File: src/rtl/sb_pkg.sv
package sb_pkg;
    localparam int SB_NREGS = 32;
    localparam int SB_IDXW  = $clog2(SB_NREGS);
    localparam int SB_NSRC  = 2;

    typedef logic [SB_IDXW-1:0]  ridx_t;
    typedef logic [SB_NREGS-1:0] rvec_t;

    typedef struct packed {
        logic  en;
        ridx_t idx;
    } src_t;

    typedef struct packed {
        logic  wr;
        ridx_t idx;
    } dst_t;

    // One-hot select of a register; index 0 never selected
    function automatic rvec_t sel_vec(input logic en, input ridx_t idx);
        rvec_t v;
        v = '0;
        if (en && (idx != '0)) v[idx] = 1'b1;
        return v;
    endfunction
endpackage

File: src/rtl/sb_busy_table.sv
module sb_busy_table
    import sb_pkg::*;
(
    input  logic  clk,
    input  logic  rst,
    input  dst_t  set_req,
    input  dst_t  clr_ret,
    input  dst_t  clr_sq,
    output rvec_t busy
);
    rvec_t nxt;

    // Clears first, then the set, so a same-cycle mark wins
    always_comb begin
        nxt = busy;
        nxt = nxt & ~sel_vec(clr_ret.wr, clr_ret.idx);
        nxt = nxt & ~sel_vec(clr_sq.wr, clr_sq.idx);
        nxt = nxt | sel_vec(set_req.wr, set_req.idx);
    end

    always_ff @(posedge clk) begin
        if (rst) busy <= '0;
        else     busy <= nxt;
    end
endmodule

File: src/rtl/sb_src_check.sv
module sb_src_check
    import sb_pkg::*;
#(
    parameter int NSRC = SB_NSRC
) (
    input  src_t [NSRC-1:0] srcs,
    input  dst_t            own,
    input  rvec_t           busy,
    output logic            hit
);
    logic [NSRC-1:0] per_src;

    for (genvar g = 0; g < NSRC; g++) begin : g_src
        logic is_own;
        assign is_own     = own.wr && (own.idx == srcs[g].idx);
        assign per_src[g] = srcs[g].en && (srcs[g].idx != '0)
                            && busy[srcs[g].idx] && !is_own;
    end

    assign hit = |per_src;
endmodule

File: src/rtl/sb_dec_gate.sv
module sb_dec_gate
    import sb_pkg::*;
(
    input  dst_t  req,
    input  rvec_t busy,
    input  logic  hold,
    input  logic  flush,
    output logic  conflict,
    output dst_t  mark
);
    assign conflict = req.wr && (req.idx != '0) && busy[req.idx];
    assign mark.wr  = req.wr && !conflict && !hold && !flush;
    assign mark.idx = req.idx;
endmodule

File: src/rtl/regbusy_sb.sv
module regbusy_sb
    import sb_pkg::*;
(
    input  logic                clk,
    input  logic                rst,
    input  logic                dec_wr,
    input  logic [SB_IDXW-1:0]  dec_rd,
    input  logic                ex_rs1_use,
    input  logic [SB_IDXW-1:0]  ex_rs1,
    input  logic                ex_rs2_use,
    input  logic [SB_IDXW-1:0]  ex_rs2,
    input  logic                ex_wr,
    input  logic [SB_IDXW-1:0]  ex_rd,
    input  logic                mem_rs1_use,
    input  logic [SB_IDXW-1:0]  mem_rs1,
    input  logic                mem_rs2_use,
    input  logic [SB_IDXW-1:0]  mem_rs2,
    input  logic                mem_wr,
    input  logic [SB_IDXW-1:0]  mem_rd,
    input  logic                wb_wr,
    input  logic [SB_IDXW-1:0]  wb_rd,
    input  logic                flush,
    output logic                dec_stall,
    output logic                ex_stall,
    output logic                mem_stall,
    output logic [SB_NREGS-1:0] busy
);
    src_t [SB_NSRC-1:0] ex_srcs, mem_srcs;
    dst_t ex_own, mem_own, dec_req, dec_mark, ret_dst, sq_dst;
    rvec_t busy_q;
    logic ex_hit, mem_hit, dec_conflict;

    assign ex_srcs[0]  = '{en: ex_rs1_use,  idx: ex_rs1};
    assign ex_srcs[1]  = '{en: ex_rs2_use,  idx: ex_rs2};
    assign mem_srcs[0] = '{en: mem_rs1_use, idx: mem_rs1};
    assign mem_srcs[1] = '{en: mem_rs2_use, idx: mem_rs2};
    assign ex_own      = '{wr: ex_wr,  idx: ex_rd};
    assign mem_own     = '{wr: mem_wr, idx: mem_rd};
    assign dec_req     = '{wr: dec_wr, idx: dec_rd};
    assign ret_dst     = '{wr: wb_wr,  idx: wb_rd};
    assign sq_dst      = '{wr: flush && ex_wr, idx: ex_rd};

    sb_src_check #(.NSRC(SB_NSRC)) u_ex_chk (
        .srcs(ex_srcs), .own(ex_own), .busy(busy_q), .hit(ex_hit)
    );

    sb_src_check #(.NSRC(SB_NSRC)) u_mem_chk (
        .srcs(mem_srcs), .own(mem_own), .busy(busy_q), .hit(mem_hit)
    );

    // Stalls propagate toward the front of the pipe
    assign mem_stall = mem_hit;
    assign ex_stall  = ex_hit || mem_stall;

    sb_dec_gate u_dec (
        .req(dec_req), .busy(busy_q), .hold(ex_stall), .flush(flush),
        .conflict(dec_conflict), .mark(dec_mark)
    );

    assign dec_stall = dec_conflict || ex_stall;

    sb_busy_table u_tbl (
        .clk(clk), .rst(rst), .set_req(dec_mark),
        .clr_ret(ret_dst), .clr_sq(sq_dst), .busy(busy_q)
    );

    assign busy = busy_q;
endmodule

File: config.mk
export PLATFORM = sky130hd
export DESIGN_NAME = regbusy_sb
export DESIGN_NICKNAME = d
export VERILOG_FILES = /design/src/rtl/sb_pkg.sv /design/src/rtl/sb_busy_table.sv /design/src/rtl/sb_src_check.sv /design/src/rtl/sb_dec_gate.sv /design/src/rtl/regbusy_sb.sv
export SDC_FILE = /design/constraint.sdc
export NUM_CORES = 1
export LEC_CHECK = 0
export ABC_AREA = 1
export BUFFER_PORTS_ARGS = -buffer_cell sky130_fd_sc_hd__buf_2
export CAP_MARGIN = 20
export CORE_AREA = 3 3 94 96
export DETAILED_ROUTE_END_ITERATION = 8
export DIE_AREA = 0 0 97 99
export PLACE_DENSITY_LB_ADDON = 0.1
export SLEW_MARGIN = 5
export SYNTH_ARGS = -nofsm -noshare
export SYNTH_HDL_FRONTEND = slang
export SYNTH_SLANG_ARGS = --single-unit
File: constraint.sdc
create_clock -name clk -period 2.22 [get_ports clk]
set_input_delay 0 -clock clk [delete_from_list [all_inputs] [get_ports clk]]
set_output_delay 0 -clock clk [all_outputs]
set_load 0.02 [all_outputs]
==> flow_metrics.env <==
export IMPL_outcome="complete, no violations"
export IMPL_final_hold_viol_count=0
export IMPL_critPathMaxFanout=16
export IMPL_pwr_share_comb_pct=35.7
export IMPL_syn_nets=784
export IMPL_synth_cell_types=34
export IMPL_slowest_delay_ps=410
export IMPL_critical_path_class="reg -> reg"
export IMPL_io_pins=86
export IMPL_antenna_found_initial=0
export IMPL_synthesis_instances=733
export IMPL_wl_um=18200
export IMPL_cpLargestDelayFamily="simple AND/OR/NAND/NOR gates"
export IMPL_drtIter0Drc=497
export IMPL_num_rows=33
export IMPL_groute_usage_overall_pct=36.6
export IMPL_antennaDiodeCount=0
export IMPL_cp_slowest_cell="nor2_4"
export IMPL_power_leakage_uw=0.00223
export IMPL_die_area_um2=9600
export IMPL_grtUsageMet3_pct=6.51
export IMPL_period_minus_slack_ps=2040
export IMPL_area_growth_syn_to_layout_pct=12.3
export IMPL_max_clock_freq_mhz=489
export IMPL_p_clk_share_pct=29.1
export IMPL_place_hpwl_um=13000
export IMPL_seqPwrFrac_pct=35.2
export IMPL_start_util_pct=49.7
export IMPL_drt_first_pass_iters=6
export IMPL_largest_register="u_tbl.busy"
export IMPL_final_max_slew_viol_count=0
export IMPL_routed_via_density=6.08
export IMPL_clock_root_buffer="clkbuf_8"
export IMPL_finalNetCount=861
export IMPL_ctsHoldBuffers=0
export IMPL_use_met1_pct=48.2
export IMPL_hold_class="in -> reg"
export IMPL_critPathCapture="u_tbl.busy[24]"
export IMPL_grt_most_used_layer="met2"
export IMPL_r2r_end="u_tbl.busy[24]"
export IMPL_syn_cell_area_um2=4040
export IMPL_layout_drive_gt1_share_pct=16.3
export IMPL_final_util_pct=55.8
export IMPL_vdd_ir_drop_max_mv=0.485
export IMPL_max_cap_violations=0
export IMPL_worstMarginPinSlew_ps=658
export IMPL_place_gp_congestion=1.02
export IMPL_internal_power_uw=1010
export IMPL_net_switching_power_uw=639
export IMPL_clock_path_buffers=2
export IMPL_largest_reg_flops=32
export IMPL_avgSynthCellArea_um2=5.52
export IMPL_die_x_um=97
export IMPL_yosys_warnings=0
export IMPL_cp_start_kind="flop"
export IMPL_antenna_left=0
export IMPL_clkSinkCount=32
export IMPL_cts_tree="done"
export IMPL_r2r_cells=11
export IMPL_core_region_area_um2=8130
export IMPL_grt_first_pass_wirelength_um=28200
export IMPL_required_ps=2430
export IMPL_die_y_um=99
export IMPL_top_regs="u_tbl.busy: 32 flops"
export IMPL_finalCritPeriodShare_pct=92.1
export IMPL_hold_start="dec_rd[4]"
export IMPL_worstSetupEndpointType="flop"
export IMPL_cts_buffers=5
export IMPL_wl_per_cell_um=19.9
export IMPL_vias=5571
export IMPL_met2_usage_pct=58.4
export IMPL_port_buffers=85
export IMPL_clock_latency_ps=280
export IMPL_seq_area_frac_synth_pct=15.8
export IMPL_slew_limit_headroom_pct=55.8
export IMPL_skew_ps=5.96
export IMPL_swShare_pct=38.8
export IMPL_rrSetupSlack_ps=180
export IMPL_p_per_area_nw_per_um2=363
export IMPL_worst_path_buf_inv=1
export IMPL_grt_start_max_net_pins=34
export IMPL_reg2reg_from="u_tbl.busy[3]"
export IMPL_fin_setup_tns_ps=0
export IMPL_arrival_ps=2250
export IMPL_ys_seq_elements=32
export IMPL_grt_overflow_total=0
export IMPL_cp_depth=11
export IMPL_worstPathCellList="inv_1 -> nand2_1 -> nand3_1 -> a21oi_1 -> nor2_1 -> nand2_1 -> nand3_2 -> nand2_4 -> nor2_4 -> nand4_1 -> a21oi_1"
export IMPL_htreeDepth=2
export IMPL_timing_critical_path_from="u_tbl.busy[3]"
export IMPL_path_clk_slew_ps=70
export IMPL_drc_errors=0
export IMPL_setup_viol=0
export IMPL_rsz0062_at_grt="false"
export IMPL_first_global_vias=5220
==> cells in the mapped netlist (all sizes together) <==
cell    instances  area, um^2
nand2         215         832
nand3         103         536
nor2           88         359
inv            87         329
a21oi          46         230
dfxtp          32         641
nand4          32         200
nor3           28         145
o21ai          28         140
buf            27         260
a221o          14         140
a22oi          14         105
clkbuf          4        16.3
o211ai          4        30.0
o31ai           3        22.5
xor2            3        26.3
o22ai           2        12.5
clkinv          1        3.75
nor4            1        6.26
xnor2           1        8.76
==> power groups by stage <==
stage                     Sequential [uW]  Combinational, uW  Clock, uW
final                                 580                590        480
after global placement                593                527          0
after CTS                             580                536        484
after floorplan                       595                401          0
after global routing                  580                645        512
after detailed placement              593                534          0
==> per-stage QoR <==
stage	instance area [um^2]	hold slack (ps)	setup WS [ps]	std cells	power [uW]
finish	4540	248	176	916	1650
global route	4540	258	40.3	916	1740
global placement	4400	442	268	902	1120
detailed placement	4400	441	195	902	1130
CTS	4490	224	84.3	910	1600
floorplan	4040	69.1	639	733	995
==> worst reg2reg max path, stage by stage (launching register included) <==
cell and delay (ps):
dfxtp_1 350, inv_1 280, nand2_1 90, nand3_1 90, a21oi_1 60, nor2_1 90, nand2_1 70, nand3_2 100
nand2_4 110, nor2_4 410, nand4_1 160, a21oi_1 170
==> cells in the final DEF, fill, tap and decap left out, types with 2 or more instances in the layout <==
cell type / synthesis / layout
nand2_1: 211 / 211
nand3_1: 99 / 99
buf_2: 4 / 85
nor2_1: 84 / 84
inv_1: 77 / 76
a21oi_1: 46 / 46
nand4_1: 32 / 32
dfxtp_1: 32 / 32
nor3_1: 27 / 27
o21ai_0: 22 / 22
buf_4: 9 / 15
a22oi_1: 14 / 14
a221o_1: 14 / 14
inv_2: 9 / 10
o21ai_1: 6 / 6
clkbuf_8: 0 / 6
nand3_2: 4 / 4
o211ai_1: 4 / 4
xor2_1: 3 / 3
nand2_4: 3 / 3
o31ai_1: 3 / 3
nor2_2: 2 / 2
nor2_4: 1 / 2
o22ai_1: 2 / 2
==> worst min path at each step <==
stage                          end  slack, ps  cells after the start
finish               u_tbl.busy[9]        250                      6
global route        u_tbl.busy[27]        260                      2
CTS                  u_tbl.busy[0]        220                      2
detailed placement        busy[28]        440                      1
global placement          busy[28]        440                      1
floorplan           u_tbl.busy[23]         70                      1
==> what timing repair did <==
| item | CTS | global route |
|---|---|---|
| endpoints found under the setup margin | 0 | 3 |
| setup buffers | 0 | 5 |
| resized for setup | 0 | 1 |
==> layer usage <==
metal  share of wire, %  wire (um)  up-vias
met5                  0          0        -
met4                4.2        761        0
met3                 10       1910       58
met2                 46       8310      388
met1                 40       7200     2520
li1                   -          -     2605
==> kinds of logic (layout without fill, tap and decap cells) <==
logic type / after synthesis / in the layout / share of synthesized area (%)
DFF: 32 / 32 / 15.8
and+or+nand+nor: 467 / 468 / 51.4
buffers and inverters: 119 / 196 / 15.1
xor gates and xnor gates: 4 / 4 / 0.866
AOI/OAI and AO/OA: 111 / 111 / 16.8
==> cell type report <==
| type | count | area [um^2] |
|---|---|---|
| clock buffers | 7 | 86.3 |
| clock inverters | 1 | 7.51 |
| fillers | 890 | 3590 |
| inverters | 88 | 333 |
| multi-input cells | 583 | 2810 |
| flip-flops and latches | 32 | 641 |
| well taps | 105 | 131 |
| repair buffers | 100 | 538 |
No activity file was read; power rests on OpenSTA's default activity.
